<file path="src/rtl/hsk_pkg.sv">
package hsk_pkg;

    localparam int unsigned PORT_W = 8;

    typedef enum logic [1:0] {
        MODE_OUT   = 2'd0,
        MODE_IN    = 2'd1,
        MODE_BIDIR = 2'd2,
        MODE_BIT   = 2'd3
    } port_mode_e;

    typedef enum logic [1:0] {
        EXP_CMD   = 2'd0,
        EXP_IOSEL = 2'd1,
        EXP_MASK  = 2'd2
    } ctl_expect_e;

    typedef struct packed {
        port_mode_e          mode;
        logic [PORT_W-1:0]   io_sel;
        logic                ien;
    } port_cfg_t;

    function automatic logic is_vector_word(input logic [PORT_W-1:0] w);
        return ~w[0];
    endfunction

    function automatic logic is_mode_word(input logic [PORT_W-1:0] w);
        return w[3:0] == 4'b1111;
    endfunction

    function automatic logic is_intctl_word(input logic [PORT_W-1:0] w);
        return w[3:0] == 4'b0111;
    endfunction

    function automatic logic is_ien_word(input logic [PORT_W-1:0] w);
        return w[3:0] == 4'b0011;
    endfunction

    function automatic logic [PORT_W-1:0] bit_merge(input logic [PORT_W-1:0] pins,
                                                    input logic [PORT_W-1:0] outr,
                                                    input logic [PORT_W-1:0] dir);
        return (pins & dir) | (outr & ~dir);
    endfunction

    function automatic logic uses_handshake(input port_mode_e m);
        return m != MODE_BIT;
    endfunction

    function automatic logic drives_on_write(input port_mode_e m);
        return (m == MODE_OUT) || (m == MODE_BIDIR);
    endfunction

endpackage

</file>
<file path="src/rtl/hsk_sync.sv">
module hsk_sync #(
    parameter int unsigned STAGES = 2
) (
    input  logic clk,
    input  logic rst,
    input  logic d_in,
    output logic level,
    output logic rise
);
    logic [STAGES-1:0] chain;
    logic              last_q;

    generate
        if (STAGES == 1) begin : g_one
            always_ff @(posedge clk) begin
                if (rst) chain <= 1'b1;
                else     chain <= d_in;
            end
        end else begin : g_many
            always_ff @(posedge clk) begin
                if (rst) chain <= '1;
                else     chain <= {chain[STAGES-2:0], d_in};
            end
        end
    endgenerate

    always_ff @(posedge clk) begin
        if (rst) last_q <= 1'b1;
        else     last_q <= chain[STAGES-1];
    end

    assign level = chain[STAGES-1];
    assign rise  = chain[STAGES-1] & ~last_q;
endmodule

</file>
<file path="src/rtl/hsk_ctrl_dec.sv">
module hsk_ctrl_dec
    import hsk_pkg::*;
(
    input  logic              clk,
    input  logic              rst,
    input  logic              ctl_wr,
    input  logic [PORT_W-1:0] wdata,
    output port_cfg_t         cfg,
    output logic [PORT_W-1:0] vector,
    output logic              mode_wr,
    output logic              clr_pend
);
    ctl_expect_e       expect_q;
    logic [PORT_W-1:1] vec_q;
    logic              cmd_slot;

    assign cmd_slot = ctl_wr && (expect_q == EXP_CMD);
    assign mode_wr  = cmd_slot && is_mode_word(wdata);
    assign clr_pend = cmd_slot && is_intctl_word(wdata) && wdata[4];
    assign vector   = {vec_q, 1'b0};

    always_ff @(posedge clk) begin
        if (cmd_slot && is_vector_word(wdata)) vec_q <= wdata[PORT_W-1:1];
    end

    always_ff @(posedge clk) begin
        if (rst) begin
            expect_q   <= EXP_CMD;
            cfg.mode   <= MODE_IN;
            cfg.io_sel <= '1;
            cfg.ien    <= 1'b0;
        end else if (ctl_wr) begin
            unique case (expect_q)
                EXP_IOSEL: begin
                    cfg.io_sel <= wdata;
                    expect_q   <= EXP_CMD;
                end
                EXP_MASK: begin
                    expect_q <= EXP_CMD;
                end
                default: begin
                    if (is_mode_word(wdata)) begin
                        cfg.mode <= port_mode_e'(wdata[7:6]);
                        if (port_mode_e'(wdata[7:6]) == MODE_BIT) expect_q <= EXP_IOSEL;
                    end else if (is_intctl_word(wdata)) begin
                        cfg.ien <= wdata[7];
                        if (wdata[4]) expect_q <= EXP_MASK;
                    end else if (is_ien_word(wdata)) begin
                        cfg.ien <= wdata[7];
                    end
                end
            endcase
        end
    end
endmodule

</file>
<file path="src/rtl/hsk_handshake.sv">
module hsk_handshake
    import hsk_pkg::*;
(
    input  logic              clk,
    input  logic              rst,
    input  port_mode_e        mode,
    input  logic              wr_start,
    input  logic              rd_start,
    input  logic              wr_act,
    input  logic              rd_act,
    input  logic              stb_rise,
    input  logic              stb_low,
    input  logic              mode_wr,
    input  logic              clr_pend,
    input  logic [PORT_W-1:0] pins,
    output logic              rdy,
    output logic              pend,
    output logic [PORT_W-1:0] in_reg
);
    logic hs, arm_q, arm_nxt, arm_set, acc;

    assign hs      = uses_handshake(mode);
    assign arm_set = (drives_on_write(mode) && wr_start) || (mode == MODE_IN && rd_start);
    assign acc     = (drives_on_write(mode) && wr_act) || (mode == MODE_IN && rd_act);

    always_comb begin
        arm_nxt = arm_q;
        if (hs && stb_rise) arm_nxt = 1'b0;
        if (arm_set)        arm_nxt = 1'b1;
        if (mode_wr)        arm_nxt = 1'b0;
    end

    always_ff @(posedge clk) begin
        if (rst) begin
            arm_q  <= 1'b0;
            rdy    <= 1'b0;
            pend   <= 1'b0;
            in_reg <= '0;
        end else begin
            arm_q <= arm_nxt;
            rdy   <= arm_nxt && !acc && hs;
            if (hs && stb_rise)     pend <= 1'b1;
            else if (clr_pend)      pend <= 1'b0;
            if (hs && stb_low && mode != MODE_OUT) in_reg <= pins;
        end
    end
endmodule

</file>
<file path="src/rtl/hsk_port.sv">
module hsk_port
    import hsk_pkg::*;
#(
    parameter int unsigned SYNC_STAGES = 2
) (
    input  logic        clk,
    input  logic        rst,
    input  logic        cpu_sel_ctrl,
    input  logic        cpu_wr,
    input  logic        cpu_rd,
    input  logic [7:0]  cpu_wdata,
    output logic [7:0]  cpu_rdata,
    input  logic [7:0]  per_in,
    output logic [7:0]  per_out,
    output logic [7:0]  per_oe,
    input  logic        per_stb_n,
    output logic        per_rdy,
    output logic        irq
);
    port_cfg_t         cfg;
    port_mode_e        cur_mode;
    logic [PORT_W-1:0] vector, out_reg, in_reg;
    logic              wr_q, rd_q, wr_start, rd_start, dwr_act, drd_act;
    logic              stb_level, stb_rise, mode_wr, clr_pend, pend;

    assign cur_mode = cfg.mode;
    assign wr_start = cpu_wr && !wr_q;
    assign rd_start = cpu_rd && !rd_q;
    assign dwr_act  = cpu_wr && !cpu_sel_ctrl;
    assign drd_act  = cpu_rd && !cpu_sel_ctrl;

    always_ff @(posedge clk) begin
        if (rst) begin
            wr_q    <= 1'b0;
            rd_q    <= 1'b0;
            out_reg <= '0;
        end else begin
            wr_q <= cpu_wr;
            rd_q <= cpu_rd;
            if (wr_start && !cpu_sel_ctrl) out_reg <= cpu_wdata;
        end
    end

    hsk_sync #(.STAGES(SYNC_STAGES)) u_sync (
        .clk(clk), .rst(rst), .d_in(per_stb_n), .level(stb_level), .rise(stb_rise)
    );

    hsk_ctrl_dec u_dec (
        .clk(clk), .rst(rst), .ctl_wr(wr_start && cpu_sel_ctrl), .wdata(cpu_wdata),
        .cfg(cfg), .vector(vector), .mode_wr(mode_wr), .clr_pend(clr_pend)
    );

    hsk_handshake u_hs (
        .clk(clk), .rst(rst), .mode(cfg.mode),
        .wr_start(wr_start && !cpu_sel_ctrl), .rd_start(rd_start && !cpu_sel_ctrl),
        .wr_act(dwr_act), .rd_act(drd_act),
        .stb_rise(stb_rise), .stb_low(!stb_level),
        .mode_wr(mode_wr), .clr_pend(clr_pend), .pins(per_in),
        .rdy(per_rdy), .pend(pend), .in_reg(in_reg)
    );

    assign irq     = pend && cfg.ien;
    assign per_out = out_reg;

    always_comb begin
        unique case (cfg.mode)
            MODE_OUT:   per_oe = '1;
            MODE_IN:    per_oe = '0;
            MODE_BIDIR: per_oe = {PORT_W{~per_stb_n}};
            default:    per_oe = ~cfg.io_sel;
        endcase
    end

    always_comb begin
        if (cpu_sel_ctrl) begin
            cpu_rdata = vector;
        end else begin
            unique case (cfg.mode)
                MODE_OUT: cpu_rdata = out_reg;
                MODE_BIT: cpu_rdata = bit_merge(per_in, out_reg, cfg.io_sel);
                default:  cpu_rdata = in_reg;
            endcase
        end
    end
endmodule

</file>
<file path="config.mk">
export PLATFORM = sky130hd
export DESIGN_NAME = hsk_port
export DESIGN_NICKNAME = d
export VERILOG_FILES = /design/src/rtl/hsk_pkg.sv /design/src/rtl/hsk_sync.sv /design/src/rtl/hsk_ctrl_dec.sv /design/src/rtl/hsk_handshake.sv /design/src/rtl/hsk_port.sv
export SDC_FILE = /design/constraint.sdc
export NUM_CORES = 1
export LEC_CHECK = 0
export CORE_MARGIN = 5
export CORE_UTILIZATION = 47
export CTS_CLUSTER_DIAMETER = 100
export CTS_CLUSTER_SIZE = 10
export DETAILED_ROUTE_END_ITERATION = 6
export DONT_BUFFER_PORTS = 1
export PLACE_DENSITY = 0.72
export SYNTH_ARGS = -nofsm -noshare
export SYNTH_HDL_FRONTEND = slang
export SYNTH_SLANG_ARGS = --single-unit
</file>
<file path="constraint.sdc">
create_clock -name clk -period 3.6 [get_ports clk]
set_input_delay 0.18 -clock clk [delete_from_list [all_inputs] [get_ports clk]]
set_output_delay 0.18 -clock clk [all_outputs]
set_load 0.05 [all_outputs]
</file>
==> impl_metrics.xml <==
<?xml version="1.0" encoding="UTF-8"?>
<metrics>
  <group name="synth">
    <metric name="ys_async_sr_fraction" unit="">0</metric>
    <metric name="synth_area_per_cell" unit="µm²">9.35</metric>
    <metric name="yosys_warning_total" unit="">0</metric>
    <metric name="synth-seq-area-share" unit="">0.442</metric>
    <metric name="yosys-top-cells-count" unit="">sky130_fd_sc_hd__dfxtp_1 (37), sky130_fd_sc_hd__nor2_1 (22), sky130_fd_sc_hd__nand2_1 (20), sky130_fd_sc_hd__o21ai_0 (19), sky130_fd_sc_hd__mux2i_1 (18)</metric>
    <metric name="post-synth-top-count-cell" unit="">sky130_fd_sc_hd__dfxtp_1</metric>
    <metric name="syn_area" unit="µm²">2150</metric>
    <metric name="synth_top_area_frac" unit="">0.345</metric>
    <metric name="synthesis.nets" unit="">259</metric>
    <metric name="synth_top_area_cell" unit="">sky130_fd_sc_hd__dfxtp_1</metric>
    <metric name="synthFlopType" unit="">sky130_fd_sc_hd__dfxtp_1</metric>
    <metric name="synth_enable_flop_cells" unit="">7</metric>
    <metric name="post_synth_main_area_contributors" unit="">sky130_fd_sc_hd__dfxtp_1 (34%), sky130_fd_sc_hd__edfxtp_1 (9.8%), sky130_fd_sc_hd__mux2i_1 (8.4%)</metric>
    <metric name="yosysUniqueCellTypes" unit="">39</metric>
    <metric name="synth-seq-cells" unit="">44</metric>
    <metric name="syn-instance-count" unit="">230</metric>
  </group>
  <group name="routing">
    <metric name="routed-via-count" unit="">1660</metric>
    <metric name="drc" unit="">0</metric>
    <metric name="drt_wl_total" unit="mm">5.46</metric>
    <metric name="drt.antenna.violating_nets" unit="">0</metric>
    <metric name="detail_route.first_pass.iterations" unit="">4</metric>
    <metric name="average_via_count_per_standard_cell" unit="">5.76</metric>
    <metric name="detail_route.iter0.violations" unit="">136</metric>
    <metric name="routed_wire_length_per_instance" unit="µm">18.9</metric>
  </group>
  <group name="die">
    <metric name="initial_utilization" unit="">0.490</metric>
    <metric name="die_x" unit="µm">77.6</metric>
    <metric name="coreArea" unit="µm²">4380</metric>
    <metric name="design.die.area" unit="µm²">6030</metric>
    <metric name="row_count" unit="">24</metric>
    <metric name="io-pin-count" unit="">48</metric>
    <metric name="die_height" unit="µm">77.6</metric>
  </group>
  <group name="timing">
    <metric name="timing.max_slew.rel_slack" unit="">0.217</metric>
    <metric name="hold_slack" unit="ns">0.00583</metric>
    <metric name="report.final.setup_viol" unit="">0</metric>
    <metric name="worstMarginPinSlew" unit="ns">1.17</metric>
    <metric name="final.setup.tns" unit="ns">0</metric>
    <metric name="period_needed" unit="ns">2.77</metric>
    <metric name="slew_viol_final" unit="">0</metric>
    <metric name="rsz_0062_raised_after_global_routing" unit="">false</metric>
    <metric name="max_clock_freq" unit="MHz">362</metric>
    <metric name="fin_skew" unit="ns">0.00775</metric>
    <metric name="finalHoldViolCount" unit="">0</metric>
    <metric name="timing.final.crit_share" unit="">0.768</metric>
  </group>
  <group name="grt">
    <metric name="global_route.usage.met3" unit="">0.0694</metric>
    <metric name="gr-usage-all-layers" unit="">0.184</metric>
    <metric name="grt-ovfl-total" unit="">0</metric>
    <metric name="grt_util_met2" unit="">0.285</metric>
    <metric name="grt_antenna_before_repair" unit="">0</metric>
    <metric name="grt_first_pass_wirelength" unit="mm">8.75</metric>
    <metric name="grt_max_degree" unit="">34</metric>
    <metric name="gr-max-usage-layer" unit="">met2</metric>
    <metric name="grt_pass1_vias" unit="">1643</metric>
    <metric name="grt.met1_usage" unit="">0.244</metric>
  </group>
  <group name="clock_network">
    <metric name="clk_root_buffer_cell" unit="">sky130_fd_sc_hd__clkbuf_8</metric>
    <metric name="cts_tree" unit="">done</metric>
    <metric name="path_clk_slew" unit="ns">0.08</metric>
    <metric name="clock_latency" unit="ns">0.30</metric>
    <metric name="post_cts.resized_instances" unit="">0</metric>
    <metric name="cts_num_sinks" unit="">44</metric>
    <metric name="cts.htree.levels" unit="">2</metric>
    <metric name="numCtsBuffers" unit="">5</metric>
    <metric name="clock_tree.buffer_depth" unit="">2</metric>
  </group>
  <group name="cells_and_area">
    <metric name="drive_gt1_frac" unit="">0.0805</metric>
    <metric name="n_antenna_cell" unit="">0</metric>
    <metric name="fillerInstances" unit="">412</metric>
    <metric name="final_net_count" unit="">264</metric>
    <metric name="largest_register_ff_count" unit="">11</metric>
    <metric name="post-route-util" unit="">0.540</metric>
    <metric name="layout-area-overhead-vs-synth" unit="%">10.1</metric>
  </group>
  <group name="setup_path">
    <metric name="critPathArrivalTime" unit="ns">2.59</metric>
    <metric name="timing.critical_path.required" unit="ns">3.42</metric>
    <metric name="timing.setup.critical_path_class" unit="">flip-flop to output port</metric>
    <metric name="worst-path-max-fanout" unit="">12</metric>
    <metric name="end_kind" unit="">output port</metric>
    <metric name="crit_path_start_kind" unit="">flip-flop</metric>
  </group>
  <group name="pwr">
    <metric name="leakage" unit="nW">0.905</metric>
    <metric name="power_per_cell_area" unit="nW/µm²">424</metric>
    <metric name="tot_pwr" unit="mW">1.00</metric>
    <metric name="worst_ir_drop_vdd" unit="V">0.000293</metric>
  </group>
  <group name="run_status">
    <metric name="outcome" unit="">completed</metric>
  </group>
  <group name="placement">
    <metric name="place.port_buffers" unit="">0</metric>
    <metric name="hpwl" unit="mm">3.59</metric>
    <metric name="gpl.final_weighted_congestion" unit="">0.780</metric>
  </group>
  <group name="run">
    <metric name="maxCapViolations" unit="">0</metric>
  </group>
  <group name="hold_path">
    <metric name="hold_crit_path_type" unit="">input pin to flip-flop</metric>
  </group>
</metrics>
-- per-stage QoR --
step                instance area [µm²]  setup slack (ns)  cells
floorplan                          2150              1.10    230
global placement                   2150              1.24    269
detailed placement                 2150              1.19    269
CTS                                2360             0.831    287
global route                       2370             0.581    288
finish                             2370             0.834    288
-- cell families after synthesis --
| kind of cell | count (synthesis) | share of synthesized area |
|---|---|---|
| adders and majority gates | 7 | 0.0407 |
| AOI/OAI and AO/OA | 55 | 0.177 |
| and+or+nand+nor | 76 | 0.190 |
| buffers and inverters | 30 | 0.0658 |
| muxes | 18 | 0.0838 |
| DFF | 44 | 0.442 |
-- worst paths after layout --
| kind | end | cells after the start | slack [ns] | startpoint |
|---|---|---|---|---|
| hold / removal | u_dec.cfg[5]$_SDFFE_PP1P_ | 2 | 0.006 | cpu_wdata[4] |
| setup reg to reg | u_hs.in_reg[2]$_SDFFE_PP0P_ | 5 | 1.65 | u_dec.cfg[9]$_SDFFE_PP1P_ |
| hold reg to reg | u_sync.chain[1]$_SDFF_PP1_ | 1 | 0.42 | u_sync.chain[0]$_SDFF_PP1_ |
| setup / recovery | per_oe[7] | 4 | 0.83 | u_dec.cfg[9]$_SDFFE_PP1P_ |
-- routing by layer --
| layer | share of wire | vias to the layer above |
|---|---|---|
| li1 | - | 814 |
| met1 | 0.42 | 775 |
| met2 | 0.46 | 64 |
| met3 | 0.11 | 7 |
| met4 | 0.012 | 0 |
| met5 | 0 | - |
-- power by group --
group / switching [mW] / internal [mW] / leakage, nW
Clock: 0.174 / 0.205 / 0.0541
Combinational: 0.0538 / 0.0339 / 0.485
Sequential: 0.0249 / 0.513 / 0.365
-- worst max-delay path, cell delays in order, from the launching register on --
cell	delay [ns]
sky130_fd_sc_hd__dfxtp_1	0.39
sky130_fd_sc_hd__inv_1	0.10
sky130_fd_sc_hd__ha_1	0.38
sky130_fd_sc_hd__o21ai_0	0.79
sky130_fd_sc_hd__o21ai_1	0.62
-- cell type report --
cell class	instances	area, µm²	area share
Multi-Input combinational cell	156	1060	0.449
Sequential cell	44	951	0.402
Timing Repair Buffer	12	118	0.0497
Clock buffer	5	68.8	0.0291
Tap cell	52	65.1	0.0275
Inverter	16	60.1	0.0254
Clock inverter	3	42.5	0.0180
-- cells in the final DEF, fill, tap and decap left out, types with 9 or more instances in the layout --
cell type / netlist / final
sky130_fd_sc_hd__a31oi_1: 10 / 10
sky130_fd_sc_hd__inv_1: 16 / 16
sky130_fd_sc_hd__o21ai_0: 19 / 11
sky130_fd_sc_hd__nor2b_1: 10 / 10
sky130_fd_sc_hd__mux2i_1: 18 / 18
sky130_fd_sc_hd__a221oi_1: 9 / 9
sky130_fd_sc_hd__nand2_1: 20 / 20
sky130_fd_sc_hd__nand3b_1: 9 / 9
sky130_fd_sc_hd__dfxtp_1: 37 / 37
sky130_fd_sc_hd__nor2_1: 22 / 22
sky130_fd_sc_hd__dlygate4sd3_1: 0 / 11
-- repair_timing --
action,in CTS,in global routing
endpoints found under the hold margin,40,1
hold buffers,10,1
buffers inserted,0,0
(Power assumes the default switching activity.)
